<file path="config.mk">
export PLATFORM = sky130hd
export DESIGN_NAME = stream_burst_writer
export DESIGN_NICKNAME = d
export VERILOG_FILES = /design/src/rtl/stream_burst_writer_pkg.sv /design/src/rtl/stream_burst_writer_dp.sv /design/src/rtl/stream_burst_writer_ctrl.sv /design/src/rtl/stream_burst_writer.sv
export SDC_FILE = /design/constraint.sdc
export NUM_CORES = 1
export LEC_CHECK = 0
export BUFFER_PORTS_ARGS = -buffer_cell sky130_fd_sc_hd__buf_2
export CORE_ASPECT_RATIO = 0.7
export CORE_UTILIZATION = 53
export CTS_CLUSTER_DIAMETER = 40
export DETAILED_ROUTE_END_ITERATION = 10
export PLACE_DENSITY = 0.74
export SYNTH_ARGS = -nofsm -noshare
export SYNTH_HDL_FRONTEND = slang
export SYNTH_SLANG_ARGS = --single-unit
</file>
<file path="constraint.sdc">
create_clock -name clk -period 8.4 [get_ports clk]
set_clock_uncertainty 0.05 [all_clocks]
set_input_delay 0.84 -clock clk [delete_from_list [all_inputs] [get_ports clk]]
set_output_delay 0.84 -clock clk [all_outputs]
set_load 0.01 [all_outputs]
</file>
<file path="src/rtl/stream_burst_writer_pkg.sv">
package stream_burst_writer_pkg;

  typedef struct packed {
    logic loadAddr;
    logic stepAddr;
    logic popWord;
  } wr_ctrl_t;

  typedef enum logic [1:0] {
    CFG_ID   = 2'd0,
    CFG_ADDR = 2'd1,
    CFG_CNT  = 2'd2
  } cfg_phase_e;

  typedef enum logic [1:0] {
    RUN_IDLE = 2'd0,
    RUN_ADDR = 2'd1,
    RUN_DATA = 2'd2,
    RUN_RESP = 2'd3
  } run_state_e;

endpackage

</file>
<file path="src/rtl/stream_burst_writer_dp.sv">
module stream_burst_writer_dp
  import stream_burst_writer_pkg::*;
#(
  parameter int DATA_W    = 64,
  parameter int ADDR_W    = 32,
  parameter int BURST_LEN = 4,
  parameter int DEPTH     = 8,
  parameter int STOP_LAT  = 2
) (
  input  logic              clk,
  input  logic              rstN,
  input  wr_ctrl_t          ctrl,
  input  logic [ADDR_W-1:0] cfgData,
  input  logic              inValid,
  input  logic [DATA_W-1:0] inData,
  output logic              inReady,
  output logic              fifoEmpty,
  output logic [$clog2(DEPTH+1)-1:0] fifoLevel,
  output logic [ADDR_W-1:0] burstAddr,
  output logic [DATA_W-1:0] headWord
);

  localparam int PTR_W = (DEPTH > 1) ? $clog2(DEPTH) : 1;
  localparam int LVL_W = $clog2(DEPTH + 1);
  localparam int STEP  = (DATA_W / 8) * BURST_LEN;

  logic [DATA_W-1:0] store [DEPTH];
  logic [PTR_W-1:0]  wrPtr, rdPtr;
  logic [LVL_W-1:0]  level;
  logic              push, pop;

  function automatic logic [PTR_W-1:0] bumpPtr(input logic [PTR_W-1:0] p);
    return (p == PTR_W'(DEPTH - 1)) ? '0 : p + PTR_W'(1);
  endfunction

  assign push = inValid && (level != LVL_W'(DEPTH));
  assign pop  = ctrl.popWord && (level != '0);

  always_ff @(posedge clk) begin
    if (push) store[wrPtr] <= inData;
  end

  always_ff @(posedge clk) begin
    if (!rstN) begin
      wrPtr <= '0;
      rdPtr <= '0;
      level <= '0;
    end else begin
      if (push) wrPtr <= bumpPtr(wrPtr);
      if (pop)  rdPtr <= bumpPtr(rdPtr);
      case ({push, pop})
        2'b10:   level <= level + LVL_W'(1);
        2'b01:   level <= level - LVL_W'(1);
        default: level <= level;
      endcase
    end
  end

  always_ff @(posedge clk) begin
    if (!rstN) begin
      burstAddr <= '0;
    end else if (ctrl.loadAddr) begin
      burstAddr <= cfgData;
    end else if (ctrl.stepAddr) begin
      burstAddr <= burstAddr + ADDR_W'(STEP);
    end
  end

  assign inReady   = (LVL_W'(DEPTH) - level) > LVL_W'(STOP_LAT);
  assign fifoEmpty = (level == '0);
  assign fifoLevel = level;
  assign headWord  = store[rdPtr];

endmodule

</file>
<file path="src/rtl/stream_burst_writer_ctrl.sv">
module stream_burst_writer_ctrl
  import stream_burst_writer_pkg::*;
#(
  parameter int ADDR_W    = 32,
  parameter int CNT_W     = 16,
  parameter int BURST_LEN = 4,
  parameter logic [ADDR_W-1:0] PORT_ID = ADDR_W'(3)
) (
  input  logic              clk,
  input  logic              rstN,
  input  logic              cfgValid,
  input  logic [ADDR_W-1:0] cfgData,
  input  logic              fifoEmpty,
  input  logic              awReady,
  input  logic              wReady,
  input  logic              bValid,
  output wr_ctrl_t          ctrl,
  output logic              awValid,
  output logic              wValid,
  output logic              wLast,
  output logic              bReady,
  output logic              done
);

  localparam int BEAT_W = (BURST_LEN > 1) ? $clog2(BURST_LEN) : 1;
  localparam int BL_SH  = $clog2(BURST_LEN);

  cfg_phase_e        cfgPhase;
  run_state_e        runState;
  logic [CNT_W-1:0]  burstsLeft;
  logic [CNT_W-1:0]  outstanding;
  logic [BEAT_W-1:0] beat;
  logic              idle, startRun, awHs, wHs, lastBeat;
  logic [CNT_W-1:0]  reqBursts;

  assign idle      = (runState == RUN_IDLE);
  assign startRun  = cfgValid && idle && (cfgPhase == CFG_CNT);
  assign reqBursts = CNT_W'(cfgData >> BL_SH);
  assign awValid   = (runState == RUN_ADDR);
  assign wValid    = (runState == RUN_DATA) && !fifoEmpty;
  assign lastBeat  = (beat == BEAT_W'(BURST_LEN - 1));
  assign wLast     = (runState == RUN_DATA) && lastBeat;
  assign awHs      = awValid && awReady;
  assign wHs       = wValid && wReady;
  assign bReady    = 1'b1;

  always_comb begin
    ctrl          = '0;
    ctrl.loadAddr = cfgValid && idle && (cfgPhase == CFG_ADDR);
    ctrl.stepAddr = awHs;
    ctrl.popWord  = wHs;
  end

  always_ff @(posedge clk) begin
    if (!rstN) begin
      cfgPhase <= CFG_ID;
    end else if (cfgValid && idle) begin
      case (cfgPhase)
        CFG_ID:   if (cfgData == PORT_ID) cfgPhase <= CFG_ADDR;
        CFG_ADDR: cfgPhase <= CFG_CNT;
        default:  cfgPhase <= CFG_ID;
      endcase
    end
  end

  always_ff @(posedge clk) begin
    if (!rstN) begin
      outstanding <= '0;
    end else begin
      case ({awHs, bValid})
        2'b10:   outstanding <= outstanding + CNT_W'(1);
        2'b01:   outstanding <= outstanding - CNT_W'(1);
        default: outstanding <= outstanding;
      endcase
    end
  end

  always_ff @(posedge clk) begin
    if (!rstN) begin
      runState   <= RUN_IDLE;
      burstsLeft <= '0;
      beat       <= '0;
      done       <= 1'b0;
    end else begin
      case (runState)
        RUN_IDLE: begin
          if (startRun) begin
            burstsLeft <= reqBursts;
            done       <= (reqBursts == '0);
            if (reqBursts != '0) runState <= RUN_ADDR;
          end
        end
        RUN_ADDR: begin
          if (awReady) begin
            beat     <= '0;
            runState <= RUN_DATA;
          end
        end
        RUN_DATA: begin
          if (wHs) begin
            beat <= beat + BEAT_W'(1);
            if (lastBeat) begin
              burstsLeft <= burstsLeft - CNT_W'(1);
              runState   <= (burstsLeft == CNT_W'(1)) ? RUN_RESP : RUN_ADDR;
            end
          end
        end
        default: begin
          if (outstanding == '0) begin
            done     <= 1'b1;
            runState <= RUN_IDLE;
          end
        end
      endcase
    end
  end

endmodule

</file>
<file path="src/rtl/stream_burst_writer.sv">
module stream_burst_writer
  import stream_burst_writer_pkg::*;
#(
  parameter int DATA_W    = 64,
  parameter int ADDR_W    = 32,
  parameter int ID_W      = 4,
  parameter int CNT_W     = 16,
  parameter int BURST_LEN = 4,
  parameter int DEPTH     = 8,
  parameter int STOP_LAT  = 2,
  parameter logic [ADDR_W-1:0] PORT_ID = ADDR_W'(3)
) (
  input  logic                clk,
  input  logic                rstN,
  input  logic                cfgValid,
  input  logic [ADDR_W-1:0]   cfgData,
  input  logic                inValid,
  input  logic [DATA_W-1:0]   inData,
  output logic                inReady,
  output logic [ID_W-1:0]     awId,
  output logic [ADDR_W-1:0]   awAddr,
  output logic [7:0]          awLen,
  output logic [2:0]          awSize,
  output logic [1:0]          awBurst,
  output logic                awValid,
  input  logic                awReady,
  output logic [ID_W-1:0]     wId,
  output logic [DATA_W-1:0]   wData,
  output logic [DATA_W/8-1:0] wStrb,
  output logic                wLast,
  output logic                wValid,
  input  logic                wReady,
  input  logic                bValid,
  output logic                bReady,
  output logic                done
);

  localparam int LVL_W = $clog2(DEPTH + 1);

  wr_ctrl_t         ctrl;
  logic             fifoEmpty;
  logic [LVL_W-1:0] fifoLevel;

  stream_burst_writer_ctrl #(
    .ADDR_W(ADDR_W), .CNT_W(CNT_W), .BURST_LEN(BURST_LEN), .PORT_ID(PORT_ID)
  ) ctrl_i (
    .clk(clk), .rstN(rstN), .cfgValid(cfgValid), .cfgData(cfgData),
    .fifoEmpty(fifoEmpty), .awReady(awReady), .wReady(wReady), .bValid(bValid),
    .ctrl(ctrl), .awValid(awValid), .wValid(wValid), .wLast(wLast),
    .bReady(bReady), .done(done)
  );

  stream_burst_writer_dp #(
    .DATA_W(DATA_W), .ADDR_W(ADDR_W), .BURST_LEN(BURST_LEN),
    .DEPTH(DEPTH), .STOP_LAT(STOP_LAT)
  ) dp_i (
    .clk(clk), .rstN(rstN), .ctrl(ctrl), .cfgData(cfgData),
    .inValid(inValid), .inData(inData), .inReady(inReady),
    .fifoEmpty(fifoEmpty), .fifoLevel(fifoLevel),
    .burstAddr(awAddr), .headWord(wData)
  );

  assign awId    = '0;
  assign wId     = '0;
  assign awLen   = 8'(BURST_LEN - 1);
  assign awSize  = 3'($clog2(DATA_W / 8));
  assign awBurst = 2'b01;
  assign wStrb   = '1;

endmodule

</file>
## Word-level counts from Yosys, hierarchy flattened

Memories as Yosys holds them, arrays and structs flattened. A register that Yosys moved wholly into a read port is not among the register bits.
Cells that the tools add are included.
Widths: inputs -> output; s select.

- Output and inout bits: 131
- Word-level logic and storage cells: 103
- Input bits: 103
- Memories kept: 1
- RAM bits: 512
- Register bits: 81

- Mux-type cells: 30
- Eq/ne operators: 20
- Reductions and logical operators: 30
- Bitwise operators: 1
- Add/sub/neg operators: 10
- $lt $le $gt $ge: 1

Memories:

| memory | words | width | read ports | clocked after Yosys merged registers in | wr ports | RTL line | RTL |
|---|---|---|---|---|---|---|---|
| dp_i.store | 8 | 64 | 1 | 1 | 1 | stream_burst_writer_dp.sv:27 | `logic [DATA_W-1:0] store [DEPTH];` |

Operators with widths:

| operator | number |
|---|---|
| $mux 32 | 2 |
| $pmux 16 s2 | 2 |
| $mux 16 | 3 |
| $add 32x6->32 const B | 1 |
| $eq 32x2->1 const B | 1 |
| $logic_not 16->1 | 2 |
| $sub 16x1->16 const B | 2 |
| $mux 2 | 10 |
| $add 16x1->16 const B | 1 |
| $eq 16x1->1 const B | 1 |
| $reduce_bool 16->1 | 1 |
| $mux 3 | 4 |
| $reduce_bool 2->1 | 6 |
| $eq 2x2->1 const B | 5 |
| $logic_and 1x1->1 | 9 |
| $eq 2x1->1 const B | 4 |
| $pmux 2 s2 | 2 |
| $pmux 4 s2 | 1 |
| $reduce_bool 4->1 | 2 |
| $add 3x1->3 const B | 2 |
| $eq 3x3->1 const B | 2 |
| $ne 2x1->1 const B | 3 |
| $ne 2x2->1 const B | 3 |
| $pmux 2 s3 | 1 |
| 17 further kinds | 22 |

## Depth between registers and ports, before layout

Gate-level depths: netlist of run 1.

- Depth in word-level cells: 7
- Mapped depth: 15
- Gate-level depth less buffers: 12

## By module

Synthesis of run 1 repeated with hierarchy kept, for this count alone.

- Cells, all modules: 1498
- Area, all modules: 25031.5 um^2

Modules (own cells, without submodules):

| module | seq. area each (um^2) | cells an instance | area each (um^2) | times used |
|---|---|---|---|---|
| stream_burst_writer_dp | 16275.6 | 1035 | 21623.2 | 1 |
| stream_burst_writer_ctrl | 780.7 | 432 | 3183.1 | 1 |
| stream_burst_writer | 0.0 | 31 | 225.2 | 1 |

## Least setup slack after synthesis of run 1

OpenSTA, ideal clock, no wires.

- Path kind: input -> register
- Start: input inValid
- End: memory dp_i.store[0][0] (enable)
- Slack: 0.482 ns
- Stages on the path: 3
- Arrival time: 7.224 ns
- Cells stage by stage: o21ai_0 clkbuf_1 nor4_1

- Longest elaborated chain between the ends: 3

RTL lines:

| element | RTL line | RTL |
|---|---|---|
| start: declaration | stream_burst_writer.sv:17 | `input logic inValid,` |
| $logic_and 1x1->1 | stream_burst_writer_dp.sv:36 | `assign push = inValid && (level != LVL_W'(DEPTH));` |
| $mux 1 | stream_burst_writer_dp.sv:40 | `if (push) store[wrPtr] <= inData;` |
| $mux 1 (not written as such) | stream_burst_writer_dp.sv:40 |  |
| end: declaration | stream_burst_writer_dp.sv:27 |  |

No other way between the ends.

==> key figures, run 1 <==
Setup path
  • Worst R2R Start: dp_i.fifoLevel[1]
  • Crit path kind: reg2out
  • Req. time, crit path: ~7.5 ns
  • Worst setup SP type: flop
  • Flop2flop setup slack: between 4 and 5 ns
  • Crit end category: output pin
  • Critical R2R Capture: dp_i.store[1][53]
  • Crit Path Max Fanout: 38
  • Worst path arrival time: 3.68 ns
  • R2R depth: 9

Synth
  • Ys flop type: edfxtp_1
  • Mapped Cells: roughly 1500
  • Sequential area share after synthesis: 0.6895
  • Yosys warning total: 0
  • FF+latch count, synth: between 500 and 600
  • Synth cell types: between 70 and 80
  • Post-Synthesis Cell Area: between 0.02 and 0.025 mm²
  • Synthesized area per cell: between 15 and 20 µm²
  • Post-synth EDFFs: roughly 500
  • Post-synth ARST share: 0

Route
  • First DRT Iteration DRCs: between 1000 and 1500
  • First drt pass iteration count: 8
  • Remaining DRCs: 0
  • Routed len/inst: approximately 22 µm
  • Routed vias: 13810
  • Post-DRT Antenna Nets: 0
  • Vias per cell: 5.923
  • Drt total wl: between 50000 and 60000 µm

CTS
  • Clk pin slew, worst setup/hold paths: 0.06 ns
  • Maximum root-to-sink buffer count: 3
  • Hold bufs inserted after CTS: 0
  • TritonCTS sink count: 596
  • H-tree levels: 2
  • TritonCTS clock tree: done
  • PostCTS Resize Cnt: 0
  • CTS buffer count: 61
  • Clock Tree Root: clkbuf_16
  • Setup Buffers After CTS: 0
  • Worst-skew pair later-pin latency: 0.59 ns

Place
  • Port bufs: 203
  • Routability cong.: between 0.8 and 0.9
  • Post-DP HPWL: a little under 30000 µm

STA
  • Highest Clock Rate: between 200 and 250 MHz
  • Fin Setup TNS: 0 ns
  • Worst-Margin Slew: approximately 1.1 ns
  • Max_slew headroom: 0.2557
  • Pins over their slew limit: 0
  • RSZ-0062 raised after global routing: no
  • Final setup fails: 0
  • Final min period: around 4.6 ns
  • Period utilization: 0.5440
  • Hold Fails Final Rpt: 0

Layout
  • Share of cells above drive strength 1: 0.3129
  • Fin util: 0.6206
  • Net count, final: around 1800
  • Area Growth Syn to Fin: 14.25%

Floorplanning
  • DIE AREA: between 0.04 and 0.05 mm²
  • Initial core utilization: 0.5432
  • Chip Height: 182.8 µm
  • Cell Rows: 65
  • # IOs: between 200 and 250
  • Core ar.: roughly 0.046 mm²
  • Die W: 260.2 µm

Status
  • Status: finished clean

Flow run
  • Max-Cap Viols: 0

Min path
  • Hold path start: dp_i.burstAddr[2]
  • Hold Crit Class: reg2reg
  • Worst hold path depth: 2
  • WHS Endpoint: dp_i.burstAddr[2]

Power
  • Static Leak: 9.462 nW
  • Pwr dens: approximately 220 mW/mm²
  • Maximum vdd drop: approximately 0.18 mV

Global route
  • Tot GR Track Use: 0.2181
  • Largest net degree at the start of global routing: 69
  • Vias in the first global route: around 14000
  • Antenna violations before repair: 9
  • Global route overflow: 0
  • First-pass GRT wire length: 79460 µm
[report_power, final]
group	total [mW]	switching, mW	internal, mW
logic	0.336	0.201	0.135
clock network	2.62	1.16	1.45
registers	3.32	0.0437	3.27
total	6.27	1.41	4.86
[how the worst max path moves through the flow]
stage	startpoint	endpoint	slack [ns]	cells after the start
floorplan	inValid	dp_i.store[0][0]	0.48	3
global placement	flop	wData[45]	4.40	5
detailed placement	flop	wData[56]	4.34	5
CTS	flop	wData[45]	3.67	5
global route	flop	wData[54]	3.50	5
finish	flop	wData[45]	3.83	5
[kinds of logic (layout without fill, tap and decap cells)]
family                     after synthesis  in the layout  synth area share
DFF                                    596            596            0.6895
and+or+nand+nor                        291            291           0.06014
muxes                                  203            203            0.1501
AOI/OAI and AO/OA                      187            187           0.04957
buffers and inverters                  134            358           0.02564
xor gates and xnor gates                40             40           0.01416
adders and majority gates               21             21           0.01062
other                                    2             33         0.0003036
[cells in the mapped netlist, types with 12 or more instances]
master    number  share of area
nand3_1       17         0.0034
a21oi_1       57          0.012
o21ai_0       33         0.0067
buf_4         30         0.0091
a211oi_1      22         0.0067
nor4_1        18         0.0046
dfxtp_1       84          0.068
buf_1         14         0.0021
nand2b_1      12         0.0030
nand2_1       60         0.0091
nor3_1        19         0.0038
xor2_1        29          0.010
mux4_2       128           0.12
nor2_1        86          0.013
mux2_2        64          0.029
edfxtp_1     512           0.62
inv_1         18         0.0027
ha_1          21          0.011
a31oi_1       12         0.0030
clkbuf_1      61         0.0093
[layer usage]
metal / GRT usage / share of wire
met3: 0.03856 / 0.061
met4: 0.05404 / 0.016
met5: 0 / 0.0015
met2: 0.3483 / 0.48
met1: 0.3140 / 0.44
[registers in the layout, indices dropped and copies added (netlist names), named ones only]
name and count:
ctrl_i.beat 2, ctrl_i.burstsLeft 16, ctrl_i.cfgPhase 2, ctrl_i.done 1, ctrl_i.outstanding 16, ctrl_i.runState 2, dp_i.burstAddr 32, dp_i.fifoLevel 4
dp_i.rdPtr 3, dp_i.store 512, dp_i.wrPtr 3
[cell type report]
| class | instances | area, µm² |
|---|---|---|
| fill | 3280 | 17280 |
| sequential | 596 | 17070 |
| multi-input combinational | 772 | 7202 |
| clock buffer | 68 | 1553 |
| timing repair buffer | 224 | 1174 |
| tap | 603 | 754.5 |
| clock inverter | 47 | 434.2 |
| inverter | 19 | 71.32 |
| antenna | 3 | 7.507 |
[through the flow]
step           hold slack (ns)  power, mW  instance area (µm²)  std cells  setup WS (ns)
2_1_floorplan           0.3876      3.593                24840       1502         0.4818
3_3_place_gp            0.3890      3.699                26270       2214          4.399
3_5_place_dp            0.3977      3.714                26270       2214          4.341
4_1_cts                 0.4074      6.333                28260       2329          3.665
5_1_grt                 0.4215      6.481                28260       2330          3.505
6_report                0.4113      6.270                28260       2332          3.830
[critical path, stage by stage (launching register included)]
cell,delay (ns)
dfxtp_4,0.68
buf_4,0.60
buf_4,0.70
mux4_2,0.60
mux2_2,0.30
buf_2,0.14
[layout by cell type, fill, tap and decap left out, drive strengths merged, types with 12 or more instances in the layout]
master / count
ha: 21
conb: 30
dfxtp: 84
nand2: 60
a31oi: 12
a211oi: 22
nor4: 18
a21oi: 57
nand2b: 12
xor2: 29
clkbuf: 68
nor3: 19
buf: 224
edfxtp: 512
nor2: 86
clkinv: 29
nand3: 17
inv: 26
mux2: 64
o21ai: 33
mux4: 128
(Power assumes the default switching activity.)
==> run 2, diff against run 1 <==
--- a/config.mk
+++ b/config.mk
@@ -5,12 +5,13 @@
 export SDC_FILE = /design/constraint.sdc
 export NUM_CORES = 1
 export LEC_CHECK = 0
+export ABC_AREA = 1
 export BUFFER_PORTS_ARGS = -buffer_cell sky130_fd_sc_hd__buf_2
 export CORE_ASPECT_RATIO = 0.7
-export CORE_UTILIZATION = 53
+export CORE_UTILIZATION = 54
 export CTS_CLUSTER_DIAMETER = 40
 export DETAILED_ROUTE_END_ITERATION = 10
-export PLACE_DENSITY = 0.74
+export PLACE_DENSITY = 0.75
 export SYNTH_ARGS = -nofsm -noshare
 export SYNTH_HDL_FRONTEND = slang
 export SYNTH_SLANG_ARGS = --single-unit
==> constraint.sdc (replaced) <==
create_clock -name clk -period 3.8 [get_ports clk]
set_clock_uncertainty 0.05 [all_clocks]
set_input_delay 0.38 -clock clk [delete_from_list [all_inputs] [get_ports clk]]
set_output_delay 0.38 -clock clk [all_outputs]
set_load 0.01 [all_outputs]
==> key figures, run 2 <==
Layout
  • Share of cells above drive strength 1: 0.1370
  • Largest Register: dp_i.store
  • Max reg flops: between 500 and 600
  • Post-Layout Cell Count: approximately 3400
  • Most frequent cells in the layout: 556 x nor2_1, 512 x edfxtp_1, 306 x o21ai_0
  • Most common cell after layout, fill and taps aside: nor2_1
  • Area Growth Syn to Fin: 16.50%
  • Cell area after layout: roughly 0.030 mm²
  • Largest regs: dp_i.store (512), dp_i.burstAddr (32)
  • Fill count: 3603
  • Net count, final: 2812

Route
  • Routed len/inst: roughly 19 µm
  • First DRT Iteration DRCs: 2009
  • Post-DRT Antenna Nets: 0
  • Vias per cell: ~5.6
  • Drt total wl: 62930 µm
  • Routed vias: 18860
  • First drt pass iteration count: 5
  • Remaining DRCs: 0

Place
  • Pre-CTS setup slack: 0.9676 ns
  • Dpl cell area: between 0.02 and 0.03 mm²
  • Port bufs: slightly above 200
  • DP Cell Count: 3173
  • Routability cong.: 0.9547
  • Post-DP HPWL: between 30000 and 40000 µm

STA
  • Pins over their slew limit: 0
  • Max_slew headroom: 0.3340
  • Final setup fails: 0
  • Worst-Margin Slew: 0.9976 ns
  • Fin Setup TNS: 0 ns
  • Final min period: between 3 and 4 ns
  • Worst hold slack: about 0.018 ns
  • Hold Fails Final Rpt: 0
  • Highest Clock Rate: 283.6 MHz
  • Period utilization: 0.9279
  • RSZ-0062 raised after global routing: no
  • Final worst setup slack: approximately 0.27 ns

Floorplanning
  • Die W: ~260 µm
  • Initial core utilization: 0.5509
  • Chip Height: ~180 µm
  • Core ar.: between 0.04 and 0.05 mm²
  • # IOs: approximately 230
  • Cell Rows: 66
  • DIE AREA: 0.04858 mm²

CTS
  • Worst-skew pair later-pin latency: about 0.61 ns
  • Clock Tree Root: clkbuf_16
  • PostCTS Resize Cnt: 0
  • Clk pin slew, worst setup/hold paths: 0.07 ns
  • TritonCTS sink count: 596
  • Maximum root-to-sink buffer count: 3
  • H-tree levels: 2
  • CTS buffer count: 58
  • TritonCTS clock tree: done

Global route
  • Vias in the first global route: approximately 18000
  • Global route overflow: 0
  • Largest net degree at the start of global routing: roughly 130
  • First-pass GRT wire length: between 90000 and 100000 µm
  • Tot GR Track Use: 0.2563
  • Antenna violations before repair: 4

Power
  • Pwr dens: 475.7 mW/mm²
  • Static Leak: 11.36 nW
  • Maximum vdd drop: between 0.3 and 0.4 mV

Synth
  • Synth top cells by count: 564 x nor2_1, 512 x edfxtp_1, 306 x o21ai_0, 268 x nand2_1, 141 x inv_1
  • Most common cell in the netlist: nor2_1
  • Synth cell types: 42
  • Post-synth ARST share: 0
  • Post-synthesis xor/xnor area fraction: 0.008503
  • Top area cells in the synthesized netlist: edfxtp_1 60%, nor2_1 8.2%, dfxtp_1 6.5%
  • Synth Area in Compound Gates: 0.1162
  • Synthesized area per cell: 10.49 µm²
  • Sequential area share after synthesis: 0.6624
  • Post-synthesis adder-cell area fraction: 0.01020
  • Synth Area in Simple Gates: 0.1488
  • Largest family of logic cells by synthesized area: simple AND/OR/NAND/NOR gates
  • FF+latch count, synth: about 600
  • Post-synth top area share: 0.5971
  • Post-Synthesis Cell Area: roughly 0.026 mm²
  • Mapped Cells: ~2500
  • Largest area contributor in the netlist: edfxtp_1
  • Mux contribution to synthesized area: 0
  • Ys flop type: edfxtp_1
  • Yosys warning total: 0
  • Post-synth EDFFs: between 500 and 600

Setup path
  • Worst setup SP type: flop
  • Worst path arrival time: between 3 and 4 ns
  • CP cell instances: buf_4 -> o21ai_0 -> o22ai_1 -> nor2_1 -> a31oi_1 -> buf_2
  • Crit Path Max Fanout: 62
  • Crit end category: output pin
  • Crit path kind: reg2out
  • Worst R2R Start: ctrl_i.runState[1]
  • Slowest stage delay, CP: 0.84 ns
  • Req. time, crit path: 3.37 ns
  • Slowest cell on the critical path: dfxtp_4

Min path
  • Hold Crit Class: in2reg
  • Hold path start: inData[9]

Status
  • Status: finished clean

Flow run
  • Max-Cap Viols: 0
==> run 2: logic make-up after synthesis <==
group           after synthesis
flops                       596
buf+inv                     306
fa+ha+maj                    21
xor+xnor                     25
other cells                   2
simple gates                951
compound gates              553
==> run 2: cell type report <==
class,count,area [µm²],area share
Clock buffer,66,1503,0.05009
Inverter,151,576.8,0.01923
Tap cell,612,765.7,0.02553
Multi-Input combinational cell,1580,7480,0.2493
Timing Repair Buffer,301,2044,0.06815
Clock inverter,44,556.8,0.01856
Sequential cell,596,17060,0.5688
Antenna cell,3,7.507,0.0002503
==> run 2: metal layers <==
metal | vias up | global-route usage | share of wire
li1 | 8949 | - | -
met1 | 9026 | 0.3668 | 0.44
met5 | - | 0 | 0.00021
met4 | 2 | 0.08047 | 0.024
met2 | 770 | 0.4014 | 0.45
met3 | 113 | 0.04369 | 0.079
==> run 2: worst max-delay path: cells and delay by family (launching register included) <==
| kind | cells | cell delay, ns |
|---|---|---|
| simple gates | 1 | 0.06 |
| buf+inv | 2 | 0.81 |
| compound gates | 3 | 0.68 |
| flops | 1 | 0.84 |
==> run 2: where the power goes <==
part / internal [mW] / switching (mW) / leakage [nW] / total [mW]
clock network: 3.57 / 2.57 / 0.998 / 6.14
registers: 7.27 / 0.0484 / 5.33 / 7.32
logic: 0.274 / 0.545 / 5.03 / 0.819
total: 11.1 / 3.16 / 11.4 / 14.3
==> run 2: repair_timing <==
item / in CTS / in global routing
buffers inserted: 0 / 0
hold endpoints to repair: 434 / 0
hold buffers: 67 / 0
==> run 2: final timing paths <==
kind	slack, ns	cells past startpoint	end
max	0.27	6	wData[36]
min	0.02	1	dp_i.store[0][9]
max reg2reg	1.02	18	ctrl_i.outstanding[14]
min reg2reg	0.42	2	ctrl_i.burstsLeft[10]
==> run 2: metrics by stage <==
| step | power [mW] | utilization |
|---|---|---|
| after floorplan | 7.906 | - |
| after global placement | 8.185 | 0.5832 |
| after detailed placement | 8.208 | 0.5832 |
| after CTS | 14.32 | 0.6416 |
| after global routing | 14.69 | 0.6417 |
| final | 14.27 | 0.6418 |
==> run 3, diff against run 2 <==
--- a/config.mk
+++ b/config.mk
@@ -14,4 +14,5 @@
 export PLACE_DENSITY = 0.75
 export SYNTH_ARGS = -nofsm -noshare
 export SYNTH_HDL_FRONTEND = slang
+export SYNTH_HIERARCHICAL = 1
 export SYNTH_SLANG_ARGS = --single-unit
==> key figures, run 3 <==
Status
  • Status: finished clean

Setup path
  • R2R depth: 17
  • CP cell instances: buf_4 -> nor2_1 -> o32ai_1 -> nand2_1 -> nand2_1 -> buf_2
  • Worst setup SP type: flop
  • Crit Path Max Fanout: 78
  • Crit path kind: reg2out
  • Worst R2R Start: ctrl_i/runState[1]
  • Worst path arrival time: about 2.9 ns
  • Slowest cell on the critical path: buf_4
  • Flop2flop setup slack: approximately 0.96 ns
  • Slowest stage delay, CP: roughly 0.69 ns
  • Crit end category: output pin
  • Req. time, crit path: around 3.4 ns
  • Top cell by count, worst path: nand2_1
  • Worst setup path endpoint: wData[18]
  • Critical R2R Capture: ctrl_i/outstanding[13]

Global route
  • Antenna violations before repair: 4
  • Tot GR Track Use: 0.2501
  • First-pass GRT wire length: ~97000 µm
  • Global route overflow: 0
  • Vias in the first global route: 18260
  • Largest net degree at the start of global routing: about 150

Power
  • Maximum vdd drop: roughly 0.42 mV
  • Static Leak: approximately 11 nW
  • Pwr dens: 553.4 mW/mm²
  • Internal: 11.76 mW
  • Reg power frac: 0.457
  • Switching share of power: 0.2955
  • Net Sw Power: just under 5 mW
  • Clock share of power: 0.349
  • Combinational Power Share: 0.194
  • Total Power: between 15 and 20 mW

CTS
  • Clk pin slew, worst setup/hold paths: about 0.070 ns
  • Setup Buffers After CTS: 0
  • Maximum root-to-sink buffer count: 3
  • H-tree levels: 2
  • PostCTS Resize Cnt: 0
  • TritonCTS sink count: slightly below 600
  • Clock Tree Root: clkbuf_16
  • Worst-skew pair later-pin latency: a little over 0.6 ns
  • CTS buffer count: 60
  • TritonCTS clock tree: done

Synth
  • FF+latch count, synth: 596
  • Sequential area share after synthesis: 0.6554
  • Synth top cells by count: 512 x edfxtp_1, 494 x nor2_1, 422 x nand2_1, 182 x o21ai_0, 131 x inv_1
  • Synthesized area per cell: 10.68 µm²
  • Post-synth EDFFs: 512
  • Post-synth top area share: 0.5907
  • Mapped Cells: between 2000 and 2500
  • Yosys warning total: 6
  • Ys flop type: edfxtp_1
  • Largest area contributor in the netlist: edfxtp_1
  • Top area cells in the synthesized netlist: edfxtp_1 59%, nor2_1 7.1%, dfxtp_1 6.5%
  • Synth cell types: 47
  • Post-Synthesis Cell Area: approximately 0.026 mm²
  • Post-synth ARST share: 0
  • Most common cell in the netlist: edfxtp_1

Place
  • Post-DP HPWL: about 35000 µm
  • Pre-CTS setup slack: 1.039 ns
  • DP Cell Count: 3153
  • Port bufs: ~200
  • Dpl cell area: between 0.02 and 0.03 mm²
  • Routability cong.: just under 1

Layout
  • Net count, final: approximately 2800
  • Most common cell after layout, fill and taps aside: edfxtp_1
  • Fin util: 0.6420
  • Share of cells above drive strength 1: 0.1445
  • Area Growth Syn to Fin: 15.90%
  • Post-Layout Cell Count: roughly 3300
  • Largest regs: dp_i/store (512), dp_i/burstAddr (32)
  • Max reg flops: 512
  • Cell area after layout: just over 0.03 mm²
  • Largest Register: dp_i/store
  • Most frequent cells in the layout: 512 x edfxtp_1, 486 x nor2_1, 422 x nand2_1

STA
  • Final min period: 3.276 ns
  • Worst hold slack: 0.03963 ns
  • Hold Fails Final Rpt: 0
  • Max_slew headroom: 0.3214
  • Final worst setup slack: around 0.52 ns
  • Final setup fails: 0
  • Highest Clock Rate: approximately 300 MHz
  • Worst-Margin Slew: around 1.0 ns
  • Pins over their slew limit: 0
  • RSZ-0062 raised after global routing: no
  • Fin Setup TNS: 0 ns
  • Period utilization: 0.8621

Route
  • First DRT Iteration DRCs: just under 2000
  • Drt total wl: 62680 µm
  • Routed len/inst: roughly 19 µm
  • Remaining DRCs: 0
  • Vias per cell: ~5.7
  • Post-DRT Antenna Nets: 0
  • Routed vias: 19080
  • First drt pass iteration count: 6

Floorplanning
  • Initial core utilization: 0.5539
  • Chip Height: approximately 190 µm
  • # IOs: between 200 and 250
  • Core ar.: 0.04699 mm²
  • Cell Rows: 66
  • Die W: 264.4 µm
  • DIE AREA: 0.04909 mm²

Flow run
  • Max-Cap Viols: 0

Min path
  • Hold Crit Class: in2reg
  • Worst hold path depth: 3
-- run 3: cell count changes after synthesis, sizes merged, moves of 17 or more --
cell | previous run | this run
o32ai | 0 | 128
a22oi | 1 | 18
o21ai | 318 | 182
nor2 | 570 | 504
nand2 | 282 | 453
a31oi | 76 | 11
nand3 | 51 | 78
o22ai | 71 | 2
-- run 3: cells by family (layout without fill, tap and decap cells) --
group | count (synthesis) | after routing | share of synthesized area
buffers and inverters | 294 | 556 | 0.05351
and+or+nand+nor | 1073 | 1073 | 0.1679
DFF | 596 | 596 | 0.6554
AOI/OAI and AO/OA | 431 | 431 | 0.1059
xor gates and xnor gates | 21 | 21 | 0.007356
other | 3 | 33 | 0.0004326
adders and majority gates | 20 | 20 | 0.009615
-- run 3: layout make-up --
class | instances | area [µm²]
Inverter | 138 | 525.5
Sequential cell | 596 | 17070
Multi-Input combinational cell | 1575 | 7744
Clock buffer | 68 | 1531
Fill cell | 3486 | 16820
Tap cell | 612 | 765.7
Antenna cell | 3 | 7.507
Timing Repair Buffer | 307 | 2122
Clock inverter | 43 | 404.1
-- run 3: worst max-delay path: cells and delay by family, from the launching register on --
| family | cells | cell delay (ns) |
|---|---|---|
| compound gates | 1 | 0.37 |
| flops | 1 | 0.59 |
| buf+inv | 2 | 0.83 |
| simple gates | 3 | 0.37 |
-- run 3: timing repair --
item                                   CTS  global route
endpoints found under the hold margin  518             0
hold buffers                            75             0
setup endpoints to repair                0             0
-- run 3: per-layer routing --
layer,GRT usage,share of wire
met5,0,0.00021
met4,0.09558,0.028
met3,0.04022,0.077
met2,0.4075,0.47
met1,0.3398,0.43
-- run 3: power by group through the flow --
| stage | sequential (mW) | clock (mW) | combinational (mW) |
|---|---|---|---|
| 6_report | 7.63 | 5.83 | 3.24 |
| 5_1_grt | 7.66 | 6.16 | 3.58 |
| 4_1_cts | 7.62 | 5.92 | 3.18 |
| 3_5_place_dp | 7.76 | 0 | 3.09 |
| 3_3_place_gp | 7.75 | 0 | 3.03 |
| 2_1_floorplan | 7.71 | 0 | 2.25 |
-- run 3: worst min-delay path by stage --
stage	to	from	slack (ns)
floorplan	ctrl_i/beat[1]	ctrl_i/beat[1]	0.40
global placement	ctrl_i/beat[1]	ctrl_i/beat[1]	0.41
detailed placement	ctrl_i/beat[1]	ctrl_i/beat[1]	0.42
CTS	dp_i/burstAddr[29]	cfgData[29]	0.004
global route	dp_i/burstAddr[11]	cfgData[11]	0.03
finish	dp_i/burstAddr[15]	cfgData[15]	0.04
